==> src/rtl/eid_pkg.sv <==
// Shared definitions for the external interrupt detector.
// Assumes a two-bit word select on the register port.
package eid_pkg;

    typedef enum logic [1:0] {
        REG_MODE = 2'd0,
        REG_PEND = 2'd1,
        REG_MASK = 2'd2,
        REG_NONE = 2'd3
    } eid_reg_e;

endpackage

==> src/rtl/eid_sync.sv <==
// Multi-stage input synchronizer with an extra previous-sample register.
// Assumes every bit is independent and idles at RST_VAL; q_prev lags q by
// one cycle and keeps tracking whatever the detection mode is.
module eid_sync #(
    parameter int   W       = 16,
    parameter int   STAGES  = 2,
    parameter logic RST_VAL = 1'b1
) (
    input  logic         clk,
    input  logic         rst_n,
    input  logic [W-1:0] d,
    output logic [W-1:0] q,
    output logic [W-1:0] q_prev
);

    logic [W-1:0] stg [STAGES];

    // Shift the raw inputs through the synchronizer chain.
    always_ff @(posedge clk) begin
        if (!rst_n) begin
            for (int i = 0; i < STAGES; i++) begin
                stg[i] <= {W{RST_VAL}};
            end
            q_prev <= {W{RST_VAL}};
        end else begin
            stg[0] <= d;
            for (int i = 1; i < STAGES; i++) begin
                stg[i] <= stg[i-1];
            end
            q_prev <= stg[STAGES-1];
        end
    end

    assign q = stg[STAGES-1];

endmodule

==> src/rtl/eid_cell.sv <==
// Detector and pending latch for one line.
// IS_PIN = 0: port line, mode 0 any change, mode 1 falling edge.
// IS_PIN = 1: request pin, mode 0 low level, mode 1 falling edge.
// Assumes s and prev are synchronized samples one cycle apart.
module eid_cell #(
    parameter bit IS_PIN = 1'b0
) (
    input  logic clk,
    input  logic rst_n,
    input  logic s,
    input  logic prev,
    input  logic mode,
    input  logic clr,
    output logic pend
);

    logic evt;
    logic held_q;

    generate
        if (IS_PIN) begin : g_pin
            // Request pin: only the falling-edge mode produces events.
            always_comb evt = mode & prev & ~s;
            // Level mode shows the inverted pin; edge mode shows the latch.
            always_comb pend = mode ? held_q : ~s;
        end else begin : g_port
            // Port line: falling edge only, or any change.
            always_comb evt = mode ? (prev & ~s) : (prev ^ s);
            // Port lines always report the sticky latch.
            always_comb pend = held_q;
        end
    endgenerate

    // Sticky latch: set by an event, cleared by a write; the event wins.
    always_ff @(posedge clk) begin
        if (!rst_n) held_q <= 1'b0;
        else        held_q <= (held_q & ~clr) | evt;
    end

endmodule

==> src/rtl/eid_regs.sv <==
// Mode and enable words, the pending clear strobe and the read mux.
// Assumes the live lines occupy the top N_LINE bits of each word and the
// bits below them are reserved.
module eid_regs
    import eid_pkg::*;
#(
    parameter int DATA_W = 32,
    parameter int N_LINE = 24
) (
    input  logic              clk,
    input  logic              rst_n,
    input  logic              wr,
    input  logic [1:0]        addr,
    input  logic [DATA_W-1:0] wdata,
    input  logic [DATA_W-1:0] pend_word,
    output logic [DATA_W-1:0] mode_word,
    output logic [DATA_W-1:0] mask_word,
    output logic [DATA_W-1:0] clr_word,
    output logic [DATA_W-1:0] rdata
);

    localparam logic [DATA_W-1:0] LIVE = {{N_LINE{1'b1}}, {(DATA_W-N_LINE){1'b0}}};

    eid_reg_e sel;
    assign sel = eid_reg_e'(addr);

    // Mode word: written in full, reserved bits forced to zero.
    always_ff @(posedge clk) begin
        if (!rst_n)                     mode_word <= '0;
        else if (wr && sel == REG_MODE) mode_word <= wdata & LIVE;
    end

    // Enable word: same handling as the mode word.
    always_ff @(posedge clk) begin
        if (!rst_n)                     mask_word <= '0;
        else if (wr && sel == REG_MASK) mask_word <= wdata & LIVE;
    end

    // Write-one-to-clear strobe towards the line cells.
    always_comb clr_word = (wr && sel == REG_PEND) ? (wdata & LIVE) : '0;

    // Combinational read of the selected word.
    always_comb begin
        unique case (sel)
            REG_MODE: rdata = mode_word;
            REG_PEND: rdata = pend_word & LIVE;
            REG_MASK: rdata = mask_word;
            default:  rdata = '0;
        endcase
    end

endmodule

==> src/rtl/ext_irq_detect.sv <==
// Top of the external interrupt detector: synchronizers, one detector cell
// per line, register words and the combined request.
// Assumes inputs idle high; line k of the ports maps to word bit DATA_W-1-k,
// pin j maps to word bit DATA_W-1-N_PORT-j.
module ext_irq_detect #(
    parameter int N_PORT = 16,
    parameter int N_PIN  = 8,
    parameter int DATA_W = 32,
    parameter int STAGES = 2
) (
    input  logic              clk,
    input  logic              rst_n,
    input  logic [N_PORT-1:0] port_in,
    input  logic [N_PIN-1:0]  pin_in,
    input  logic [1:0]        reg_addr,
    input  logic              reg_wr,
    input  logic [DATA_W-1:0] reg_wdata,
    output logic [DATA_W-1:0] reg_rdata,
    output logic [N_PORT-1:0] port_pend,
    output logic [N_PIN-1:0]  pin_pend,
    output logic              irq
);

    localparam int N_LINE = N_PORT + N_PIN;
    localparam int N_RSV  = DATA_W - N_LINE;

    logic [N_PORT-1:0] port_s, port_prev;
    logic [N_PIN-1:0]  pin_s, pin_prev;
    logic [DATA_W-1:0] mode_word, mask_word, clr_word, pend_word;

    eid_sync #(.W(N_PORT), .STAGES(STAGES), .RST_VAL(1'b1)) u_port_sync (
        .clk(clk), .rst_n(rst_n), .d(port_in), .q(port_s), .q_prev(port_prev)
    );

    eid_sync #(.W(N_PIN), .STAGES(STAGES), .RST_VAL(1'b1)) u_pin_sync (
        .clk(clk), .rst_n(rst_n), .d(pin_in), .q(pin_s), .q_prev(pin_prev)
    );

    generate
        for (genvar k = 0; k < N_PORT; k++) begin : g_port
            localparam int B = DATA_W - 1 - k;
            eid_cell #(.IS_PIN(1'b0)) u_cell (
                .clk(clk), .rst_n(rst_n), .s(port_s[k]), .prev(port_prev[k]),
                .mode(mode_word[B]), .clr(clr_word[B]), .pend(port_pend[k])
            );
            assign pend_word[B] = port_pend[k];
        end
        for (genvar j = 0; j < N_PIN; j++) begin : g_pin
            localparam int B = DATA_W - 1 - N_PORT - j;
            eid_cell #(.IS_PIN(1'b1)) u_cell (
                .clk(clk), .rst_n(rst_n), .s(pin_s[j]), .prev(pin_prev[j]),
                .mode(mode_word[B]), .clr(clr_word[B]), .pend(pin_pend[j])
            );
            assign pend_word[B] = pin_pend[j];
        end
        for (genvar r = 0; r < N_RSV; r++) begin : g_rsv
            assign pend_word[r] = 1'b0;
        end
    endgenerate

    eid_regs #(.DATA_W(DATA_W), .N_LINE(N_LINE)) u_regs (
        .clk(clk), .rst_n(rst_n), .wr(reg_wr), .addr(reg_addr),
        .wdata(reg_wdata), .pend_word(pend_word), .mode_word(mode_word),
        .mask_word(mask_word), .clr_word(clr_word), .rdata(reg_rdata)
    );

    // Combined request from enabled pending bits.
    always_comb irq = |(pend_word & mask_word);

endmodule

==> config.mk <==
export PLATFORM = sky130hd
export DESIGN_NAME = ext_irq_detect
export DESIGN_NICKNAME = d
export VERILOG_FILES = /design/src/rtl/eid_pkg.sv /design/src/rtl/eid_sync.sv /design/src/rtl/eid_cell.sv /design/src/rtl/eid_regs.sv /design/src/rtl/ext_irq_detect.sv
export SDC_FILE = /design/constraint.sdc
export NUM_CORES = 1
export LEC_CHECK = 0
export BUFFER_PORTS_ARGS = -buffer_cell sky130_fd_sc_hd__buf_2
export CAP_MARGIN = 25
export CORE_MARGIN = 2
export CORE_UTILIZATION = 29
export DETAILED_ROUTE_END_ITERATION = 8
export MAX_ROUTING_LAYER = met4
export SYNTH_ARGS = -nofsm -noshare
export SYNTH_HDL_FRONTEND = slang
export SYNTH_HIERARCHICAL = 1
export SYNTH_SLANG_ARGS = --single-unit
==> constraint.sdc <==
create_clock -name clk -period 2.6 [get_ports clk]
set_input_delay 0.52 -clock clk [delete_from_list [all_inputs] [get_ports clk]]
set_output_delay 0.52 -clock clk [all_outputs]
set_load 0.005 [all_outputs]
After elaboration in Yosys (flattened, before gate mapping)
Memories as Yosys holds them, arrays and structs flattened.
Cells that the tools add are included.
{ "word_totals": {"register_bits": 96, "ram_bits": 48, "input_bits": 61, "n_memories": 2} }
{ "mem_list": {"columns": ["memory", "words", "word_bits", "read_ports", "rd_clocked_by_memory_dff", "wr", "line", "text"], "rows": [
  ["u_port_sync.stg", 2, 16, 2, 0, 2, "eid_sync.sv:16", "logic [W-1:0] stg [STAGES];"],
  ["u_pin_sync.stg", 2, 8, 2, 0, 2, "eid_sync.sv:16", null]
]} }
{ "op_classes": {"eq_ne": 2, "muxes": 32, "bitwise": 149, "reduce_logical": 5} }
{ "ops": {"columns": ["cell", "count"], "rows": [
  ["$pmux 32 s3", 1],
  ["$and 1x1->1", 56],
  ["$not 1->1", 48],
  ["$and 32x32->32", 1],
  ["$mux 16", 2],
  ["$mux 32", 1],
  ["$reduce_or 32->1", 1],
  ["$or 1x1->1", 28],
  ["$mux 1", 26],
  ["$mux 8", 2],
  ["$xor 1x1->1", 16],
  ["$logic_and 1x1->1", 3],
  ["$eq 2x1->1 const B", 1],
  ["$eq 2x2->1 const B", 1],
  ["$logic_not 2->1", 1]
]} }

Longest topological paths before layout
Gate-level depths: netlist of the first run.
{ "depth": {"ltp_word": 6, "mapped_depth": 6, "mapped_depth_nobuf": 5} }

Modules after synthesis
Netlist of the first run, hierarchy kept.
{ "modules_own_cells": {"columns": ["module", "instances", "cells_each", "area_per_inst_um2"], "rows": [
  ["eid_regs", 1, 303, 2776.4],
  ["eid_sync at u_port_sync", 1, 117, 1421.4],
  ["eid_cell at g_port[0].u_cell ...", 16, 7, 61.3],
  ["eid_sync at u_pin_sync", 1, 58, 704.4],
  ["eid_cell at g_pin[0].u_cell ...", 8, 6, 53.8],
  ["ext_irq_detect", 1, 17, 123.9]
]} }

Least setup slack after synthesis of the first run
OpenSTA, ideal clock, no wires.
{ "synth_timing": {"path_kind": "input to output", "from": "in reg_addr[0]", "to": "out reg_rdata[10]", "arrival_ns": 1.209, "t_required_ns": 2.080, "path_slack_ns": 0.871, "cell_stages": 5, "cell_sequence": "buf_6 -> nor2b_2 -> buf_2 -> buf_4 -> o2bb2ai_1"} }
{ "synth_via": {"elab_chain_cells": 2, "elab_cells_between_ends": 4, "classes_between": "eq/ne: 2; mux: 1; reduce/logical: 1"} }
{ "synth_lines": {"columns": ["item", "line", "text"], "rows": [
  ["start, declared", "ext_irq_detect.sv:15", "input logic [1:0] reg_addr,"],
  ["$eq 2x2->1 (tied with other cells)", "eid_regs.sv:44", "unique case (sel)"],
  ["$pmux 32 s3 *", "eid_regs.sv:44", null],
  ["end, declared", "ext_irq_detect.sv:18", "output logic [DATA_W-1:0] reg_rdata,"]
]} }
Mark *: on every way between the ends. The rest lies on a longest branch, timed or not.

Final worst setup path of the first run
{ "layout_timing": {"from": "reg u_regs.mode_word[8]", "to": "out irq"} }
{ "layout_via": {"elab_chain_cells": 3} }
{ "layout_lines": {"columns": ["item", "line", "text"], "rows": [
  ["start, declared", "eid_regs.sv:16", "output logic [DATA_W-1:0] mode_word,"],
  ["start signal, assigned", "eid_regs.sv:30", "else if (wr && sel == REG_MODE) mode_word <= wdata & LIVE;"],
  ["$mux 1", "eid_cell.sv:25", "always_comb pend = mode ? held_q : ~s;"],
  ["$and 32x32->32", "ext_irq_detect.sv:68", "always_comb irq = |(pend_word & mask_word);"],
  ["$reduce_or 32->1", "ext_irq_detect.sv:68", null],
  ["end, declared", "ext_irq_detect.sv:21", "output logic irq"]
]} }
Every way passes these cells.

==> summary.md, run 1 <==
| Metric | Value |
|---|---|
| HPWL after DPL | 10210 µm |
| Total die area | 22750 µm² |
| Remaining global-route overflow | 0 |
| Power Internal | 3.926 mW |
| Seq pwr share | 0.458 |
| Post_cts resized | 0 |
| CTS tree | yes |
| Final Max Tran Viols | 0 |
| Starting Density | 0.2965 |
| Max_cap viols | 0 |
| Initial antenna violation count | 1 |
| Post-route ant nets | 0 |
| Total Power | 5.158 mW |
| Peak supply drop | 0.4608 mV |
| Clock buffer count from CTS | 17 |
| Startpoint class of the critical path | flip-flop |
| Largest net degree at the start of global routing | 81 |
| Syn_area_per_cell | 9.926 µm² |
| Die Width | 150.8 µm |
| Port Buf Inserts | 101 |
| CP arrival | 1.91 ns |
| Final core utilization | 0.3501 |
| Post-CTS setup buffer count | 0 |
| 1st-iter DRT viols | 169 |
| Clock sinks | 144 |
| Vias in the first global route | 4216 |
| Drt wl/cell | 14.80 µm |
| Post-route DRC | 0 |
| First-pass GRT wire length | 22510 µm |
| Pleak | 3.416 nW |
| FMAX | 411.0 MHz |
| Critical Setup Path Class | reg -> out |
| Fin Setup TNS | 0 ns |
| Die H | 150.8 µm |
| Required time of the critical path | 2.08 ns |
| Clock latency on the worst-skew pair | 0.42 ns |
| CP Capture Type | output pin |
| Most frequent cells in the layout | 144 x dfxtp_1, 100 x buf_2, 80 x mux2i_1, 80 x nand2_1, 69 x nand2b_1 |
| Switching power share of the total | 0.2388 |
| Reg clk slew, reported paths | 0.06 ns |
| # nets final | 780 |
| Fin cells | 991 |
| Comb pwr share | 0.080 |
| Hold path depth | 2 |
| Dpl cells | 959 |
| Hold Path Class | in -> reg |
| Clk pwr share | 0.462 |
| Row cnt | 53 |
| Switch Pwr | 1.232 mW |
| Area growth syn-to-layout | 18.05% |
| IO Count | 118 |
| Pwr Density | 698.8 nW/µm² |
| Share of post-route cells with drive strength above 1 | 0.2067 |
| Fillers | 2175 |
| First-pass DRT Iterations | 5 |
| RSZ-0062 raised after global routing | no |
| Status | complete, no violations |
| Final wirelength | 14670 µm |
| Clk buf depth | 2 |
| Routability Congestion | 0.7384 |
| Clock Tree Root | clkbuf_16 |
| Core area | 21090 µm² |
| Netlist Area Pre-Place | 6253 µm² |
| Most common cell after layout, fill and taps aside | dfxtp_1 |
| GR Util All Layers | 0.1360 |
| Final setup violating endpoints | 0 |
| Final antenna diode count | 0 |
| Via count | 4382 |
| Tcrit/Tclk final | 0.9357 |
| H-tree Lvls | 4 |
| Crit Path Max Fanout | 4 |
| Reg2Reg Depth | 4 |
| Yosys warns | 6 |
| Average vias per placed instance | 4.422 |
| Layout Skew | 0.005692 ns |
| Synth Instances | 630 |
| Final hold violations | 0 |
| Final min period | 2.433 ns |
## power by group through the flow
stage	logic (mW)	registers, mW	clock network [mW]
CTS	0.419	2.37	2.46
finish	0.412	2.36	2.38
detailed placement	0.417	2.42	0
floorplan	0.286	2.39	0
global placement	0.412	2.41	0
global route	0.461	2.38	2.54
## worst paths after layout
path	to	slack, ns	startpoint
setup / recovery	irq	0.17	u_regs/mode_word[8]
hold / removal	u_port_sync/stg[0][2]	0.27	port_in[2]
setup reg to reg	g_port[1].u_cell/pend	1.55	u_port_sync/stg[0][17]
hold reg to reg	u_port_sync/stg[0][24]	0.40	u_port_sync/stg[0][8]
## what timing repair did
action / 4_1_cts / 5_1_grt
hold buffers: 0 / 0
setup endpoints to repair: 0 / 1
endpoints found under the hold margin: 0 / 0
## sequential cells by signal, summed over array words and instances, names as in the netlist
| name | cells |
|---|---|
| g_port.u_cell/pend | 16 |
| u_regs/mode_word | 24 |
| u_port_sync/q_prev | 16 |
| u_pin_sync/q_prev | 8 |
| u_regs/mask_word | 24 |
| g_pin.u_cell/held_q | 8 |
| u_pin_sync/stg | 16 |
| u_port_sync/stg | 32 |
## per-stage QoR
| step | hold slack, ns | area [µm²] | worst slack [ns] |
|---|---|---|---|
| 2_1_floorplan | 0.3846 | 6280 | 0.8706 |
| 3_3_place_gp | 0.3877 | 6802 | 0.5841 |
| 4_1_cts | 0.2554 | 7382 | 0.1356 |
| 3_5_place_dp | 0.3918 | 6802 | 0.5961 |
| 6_report | 0.2746 | 7382 | 0.1671 |
| 5_1_grt | 0.2600 | 7382 | 0.002145 |
## worst max-delay path: stages, from the launching register on
cell,delay (ns)
dfxtp_1,0.38
mux2i_1,0.14
a22oi_2,0.23
nand4_1,0.15
or3_1,0.43
buf_2,0.15
## routing by layer
metal	routed length [µm]	share of wire	GRT usage	up-vias
met5	0	0	-	-
met4	150	0.010	0.04486	0
met3	796	0.054	0.03645	13
met2	7033	0.48	0.2180	105
met1	6689	0.46	0.1667	2029
li1	-	-	-	2235
## final cells by class
cell class                      count  area, µm²  area share
Clock inverter                     14      141.4     0.01915
Inverter                           24      90.09     0.01220
Tap cell                          275      344.1     0.04661
Clock buffer                       18      439.2     0.05949
Multi-Input combinational cell    403       2836      0.3842
Timing Repair Buffer              113      648.1     0.08780
Sequential cell                   144       2883      0.3905
No activity file was read; power rests on OpenSTA's default activity.
==> inputs of run 2 (changes only) <==
CORE_MARGIN = not set   (was 2)
SETUP_SLACK_MARGIN = 0.5   (was not set)
==> summary.md, run 2 (synthesized netlist as in run 1, its figures left out) <==
| Metric | Value |
|---|---|
| Status | complete, no violations |
| Switching power share of the total | 0.2371 (-0.001712) |
| Most frequent cells in the layout | 135 x dfxtp_1, 99 x buf_2, 80 x nand2_1 |
| 1st-iter DRT viols | 167 (-1.2%) |
| Critical Setup Path Class | reg -> out |
| Biggest register | u_port_sync/stg |
| Hold path depth | 2 (unchanged) |
| Clock Tree Root | clkbuf_16 |
| Largest regs | u_port_sync/stg: 32 flops, u_regs/mask_word: 24 flops, u_regs/mode_word: 24 flops |
| R2R setup slack | 1.53 ns (-0.02 ns) |
| Relative max-transition margin | 0.6157 |
| Post-route DRC | 0 (unchanged) |
| Required time of the critical path | 2.08 ns (about the same) |
| IO Count | 118 (unchanged) |
| Reg2reg start | u_port_sync/stg[0][30] |
| Clock buffer count from CTS | 17 (unchanged) |
| Fin cells | 993 (+0.20%) |
| Via count | 4402 (+0.46%) |
| Routability Congestion | 0.7952 (+7.7%) |
| Area growth syn-to-layout | 19.81% |
| Remaining global-route overflow | 0 (unchanged) |
| Max reg flops | 32 (unchanged) |
| First-pass DRT Iterations | 4 (-1) |
| Hold Startpoint | port_in[9] |
| Total Power | 5.253 mW (+1.8%) |
| Final hold violations | 0 (unchanged) |
| Seq pwr share | 0.451 (-0.007) |
| FMAX | 429.4 MHz (+4.5%) |
| Most common cell after layout, fill and taps aside | dfxtp_1 |
| Slowest stage delay, CP | 0.42 ns (about the same) |
| Final min period | 2.329 ns (-0.1042 ns) |
| Clock latency on the worst-skew pair | 0.42 ns (about the same) |
| Hold EP | u_port_sync/stg[0][9] |
| Drt wl/cell | 14.58 µm (-1.5%) |
| Die Width | 148.8 µm (-1.3%) |
| Startpoint class of the critical path | flip-flop |
| Hold Path Class | in -> reg |
| H-tree Lvls | 4 (unchanged) |
| Reg2Reg Depth | 4 (unchanged) |
| # nets final | 781 (+0.13%) |
| Pwr Density | 701.1 nW/µm² (+0.34%) |
| Final Max Tran Viols | 0 (unchanged) |
| Comb pwr share | 0.080 (about the same) |
| Core area | 21090 µm² (unchanged) |
| Port Buf Inserts | 101 (unchanged) |
| Fin Setup TNS | 0 ns (unchanged) |
| Tcrit/Tclk final | 0.8956 (-0.04008) |
| Max_cap viols | 0 (unchanged) |
| Layout Skew | 0.006238 ns (+0.0005461 ns) |
| Final wirelength | 14480 µm (-1.3%) |
| Post-route ant nets | 0 (unchanged) |
| First-pass GRT wire length | 22580 µm (+0.31%) |
| RSZ-0062 raised after global routing | yes |
| Crit Reg-Reg Endpoint | g_port[14].u_cell/pend |
| GR Util All Layers | 0.1415 (+0.005492) |
| Row cnt | 53 (unchanged) |
| Final core utilization | 0.3553 (+0.005222) |
| Reg clk slew, reported paths | 0.06 ns (about the same) |
| Starting Density | 0.2965 (unchanged) |
| Dpl cells | 957 (-0.21%) |
| CTS tree | yes |
| Peak supply drop | 0.4786 mV (+3.9%) |
| Pleak | 3.439 nW (+0.67%) |
| Clk pwr share | 0.469 (+0.007) |
| CP cell instances | mux2i_2 -> a22oi_2 -> nand4_1 -> or3_4 -> buf_6 |
| Vias in the first global route | 4204 (-0.28%) |
| CP Capture Type | output pin |
| Clk buf depth | 2 (unchanged) |
| Initial antenna violation count | 1 (unchanged) |
| Switch Pwr | 1.246 mW (+1.1%) |
| Max stage delay cell, worst path | or3_4 |
| HPWL after DPL | 9798 µm (-4.0%) |
| Clock sinks | 144 (unchanged) |
| Average vias per placed instance | 4.433 (+0.25%) |
| Power Internal | 4.007 mW (+2.1%) |
| Die H | 148.8 µm (-1.3%) |
| Share of post-route cells with drive strength above 1 | 0.2371 (+0.03040) |
| Worst Tran Pin Value | 0.5764 ns |
| Crit Path Max Fanout | 3 (-1) |
| Final setup violating endpoints | 0 (unchanged) |
| Largest net degree at the start of global routing | 65 (-20%) |
| CP arrival | 1.81 ns (-0.10 ns) |
| Total die area | 22150 µm² (-2.6%) |
==> run 2: cell types whose count changed in the layout (fill, tap and decap cells not counted), sizes merged <==
cell,change
buf,+1
bufinv,+1
clkinv,-1
diode,+1
==> run 2: worst max path at each step <==
stage / start / end / slack, ns / cells after the start
final: u_regs/mode_word[10] / irq / 0.27 / 5
after global routing: u_regs/mode_word[11] / irq / 0.20 / 5
after CTS: u_regs/mode_word[10] / irq / 0.24 / 5
after detailed placement: u_regs/mode_word[11] / irq / 0.56 / 5
after global placement: u_regs/mode_word[10] / irq / 0.55 / 5
after floorplan: reg_addr[0] / reg_rdata[10] / 0.87 / 5
==> run 2: routing by layer <==
metal  part of all wire  global-route usage  up-vias
li1                   -                   -     2236
met1               0.47              0.1738     2050
met2               0.47              0.2220       99
met3              0.046             0.04220       17
met4              0.013             0.04439        0
met5                  0                   -        -
==> run 2: per-stage QoR <==
stage / hold slack (ns) / area (µm²) / setup slack [ns]
floorplan: 0.3846 / 6280 / 0.8706
global placement: 0.3882 / 6774 / 0.5450
detailed placement: 0.3909 / 6774 / 0.5622
CTS: 0.2528 / 7471 / 0.2407
global route: 0.2510 / 7492 / 0.2017
finish: 0.2720 / 7492 / 0.2713
==> run 2: final cells by class <==
class                   count  area, µm²
well taps                 275      344.1
clock inverters            14      166.4
inverters                  24      90.09
multi-input cells         403       2910
fillers                  2157      13600
flip-flops and latches    144       2897
clock buffers              18      429.2
repair buffers            114      653.1
diodes                      1      2.502
==> run 2: repair_timing <==
item                                    CTS  global route
gates cloned                              0             0
endpoints found under the setup margin    3             2
hold buffers                              0             0
buffers inserted                          3             0
pin swaps                                10             1
gates resized for setup                  23             4
==> run 2: power groups by stage <==
stage	Sequential (mW)	Combinational (mW)	Clock, mW
after floorplan	2.39	0.286	0
after global placement	2.41	0.406	0
after detailed placement	2.41	0.409	0
after CTS	2.37	0.424	2.54
after global routing	2.38	0.469	2.62
final	2.37	0.419	2.46
==> run 2: critical path, delay by kind of cell (launching register included) <==
kind,cells,cell delay [ns]
compound gates,1,0.23
simple gates,2,0.53
buf+inv,1,0.13
flops,1,0.33
mux,1,0.17
==> inputs of run 3 (changes only) <==
BUFFER_PORTS_ARGS = -buffer_cell sky130_fd_sc_hd__buf_4   (was -buffer_cell sky130_fd_sc_hd__buf_2)
==> summary.md, run 3 (synthesized netlist as in run 1, its figures left out) <==
| Metric | Value |
|---|---|
| Clk buf depth | 2 (unchanged) |
| Reg2reg start | u_port_sync/stg[0][30] |
| H-tree Lvls | 4 (unchanged) |
| Max stage delay cell, worst path | or3_4 |
| Slowest stage delay, CP | 0.38 ns (-0.04 ns) |
| Vias in the first global route | 4313 (+2.6%) |
| Row cnt | 53 (unchanged) |
| Reg clk slew, reported paths | 0.06 ns (about the same) |
| RSZ-0062 raised after global routing | yes |
| Tcrit/Tclk final | 0.9136 (+0.01792) |
| Die Width | 148.8 µm (unchanged) |
| Met2 Resource Use GR | 0.2269 (+0.004907) |
| Post-route DRC | 0 (unchanged) |
| Final min period | 2.375 ns (+0.04660 ns) |
| Starting Density | 0.2965 (unchanged) |
| Setup ws final | 0.2247 ns (-0.04660 ns) |
| Layout Skew | 0.008431 ns (+0.002192 ns) |
| Final antenna diode count | 0 (-1) |
| First-pass GRT wire length | 23000 µm (+1.9%) |
| First-pass DRT Iterations | 4 (unchanged) |
| Required time of the critical path | 2.08 ns (about the same) |
| Crit Path Max Fanout | 4 (+1) |
| Tightest hold margin | 0.2794 ns (+0.007439 ns) |
| R2R setup slack | 1.53 ns (about the same) |
| Routability Congestion | 0.7558 (-5.0%) |
| Crit Reg-Reg Endpoint | g_port[14].u_cell/pend |
| Max_cap viols | 0 (unchanged) |
| Reg2Reg Depth | 4 (unchanged) |
| Clock Tree Root | clkbuf_16 |
| Area growth syn-to-layout | 24.11% |
| Worst slack at placement | 0.4505 ns (-0.1117 ns) |
| Remaining global-route overflow | 0 (unchanged) |
| Total die area | 22150 µm² (unchanged) |
| CP arrival | 1.86 ns (+0.05 ns) |
| Share of post-route cells with drive strength above 1 | 0.2291 (-0.008049) |
| Clock sinks | 144 (unchanged) |
| Critical Setup Path Class | reg -> out |
| CP Capture Type | output pin |
| CP cell instances | mux2i_1 -> a22oi_2 -> nand4_1 -> or3_4 -> buf_6 |
| Biggest register | u_port_sync/stg |
| CTS tree | yes |
| Clock buffer count from CTS | 17 (unchanged) |
| Hold Path Class | in -> reg |
| Final setup violating endpoints | 0 (unchanged) |
| Average vias per placed instance | 4.405 (-0.64%) |
| Largest regs | u_port_sync/stg: 32 flops, u_regs/mask_word: 24 flops, u_regs/mode_word: 24 flops |
| HPWL after DPL | 9907 µm (+1.1%) |
| Most common cell after layout, fill and taps aside | dfxtp_1 |
| Final hold violations | 0 (unchanged) |
| Max reg flops | 32 (unchanged) |
| Hold path depth | 2 (unchanged) |
| GRT met3 Usage | 0.04006 (-0.002141) |
| Fin area | 7761 µm² (+3.6%) |
| Placed cell area | 7032 µm² (+3.8%) |
| Initial antenna violation count | 0 (-1) |
| Pleak | 3.494 nW (+1.6%) |
| Startpoint class of the critical path | flip-flop |
| Clock latency on the worst-skew pair | 0.42 ns (about the same) |
| Core area | 21090 µm² (unchanged) |
| Die H | 148.8 µm (unchanged) |
| Final Max Tran Viols | 0 (unchanged) |
| 1st-iter DRT viols | 163 (-2.4%) |
| Via count | 4365 (-0.84%) |
| Most used routing layer | met2 |
| # nets final | 781 (unchanged) |
| FMAX | 421.0 MHz (-2.0%) |
| Largest net degree at the start of global routing | 78 (+20%) |
| Peak supply drop | 0.4289 mV (-10%) |
| Final core utilization | 0.3680 (+0.01276) |
| Drt wl/cell | 14.68 µm (+0.64%) |
| Fin Setup TNS | 0 ns (unchanged) |
| Pwr Density | 695.9 nW/µm² (-0.74%) |
| IO Count | 118 (unchanged) |
| Hold EP | u_pin_sync/stg[0][4] |
| Final wirelength | 14540 µm (+0.44%) |
| GR Util All Layers | 0.1421 (+0.0006380) |
| Hold Startpoint | pin_in[4] |
| Met1 Use GR | 0.1720 (-0.001801) |
| Port Buf Inserts | 101 (unchanged) |
| Most frequent cells in the layout | 137 x dfxtp_1, 109 x buf_4, 80 x nand2_1 |
| Status | complete, no violations |
| Post-route ant nets | 0 (unchanged) |
run 3: changes by cell type in the layout (fill, tap and decap cells not counted), sizes merged:
cell	change
bufinv	+1
inv	-1
diode	-1
clkinv	-4
clkbuf	+3
run 3: stage by stage:
stage | instances | power (mW)
global placement | 958 | 2.869
floorplan | 637 | 2.676
finish | 991 | 5.401
CTS | 991 | 5.471
global route | 991 | 5.625
detailed placement | 958 | 2.874
run 3: worst max-delay path, delay by kind of cell (launching register included):
| kind | cells | cell delay (ns) |
|---|---|---|
| DFF | 1 | 0.34 |
| AOI/OAI and AO/OA | 1 | 0.21 |
| muxes | 1 | 0.18 |
| and+or+nand+nor | 2 | 0.57 |
| buffers and inverters | 1 | 0.13 |
run 3: repair_timing:
action	4_1_cts	5_1_grt
hold buffers	0	0
pin swaps	7	4
buffers inserted	2	0
gates resized for setup	21	4
setup endpoints to repair	25	2
run 3: area by class of cell:
class                           instances  area [µm²]
Multi-Input combinational cell        403        2909
Clock inverter                         10       160.2
Fill cell                            2146       13330
Clock buffer                           21       460.4
Tap cell                              275       344.1
Timing Repair Buffer                  114       900.9
Inverter                               24       90.09
Sequential cell                       144        2897
run 3: how the worst max path moves through the flow:
stage	startpoint	end	slack (ns)	cells past startpoint
3_3_place_gp	reg_addr[1]	reg_rdata[22]	0.45	5
5_1_grt	u_regs/mode_word[10]	irq	0.17	5
6_report	u_regs/mode_word[9]	irq	0.22	5
4_1_cts	u_regs/mode_word[10]	irq	0.21	5
2_1_floorplan	reg_addr[0]	reg_rdata[10]	0.87	5
3_5_place_dp	reg_addr[1]	reg_rdata[22]	0.45	5
run 3: routing by layer:
metal  part of all wire  wire [µm]
met5                  0          0
met4             0.0089        129
met3              0.048        699
met2               0.48       7044
met1               0.46       6671
run 3: where the power goes:
group | switching (mW) | internal (mW)
combinational | 0.217 | 0.246
clock | 0.922 | 1.65
sequential | 0.0702 | 2.30
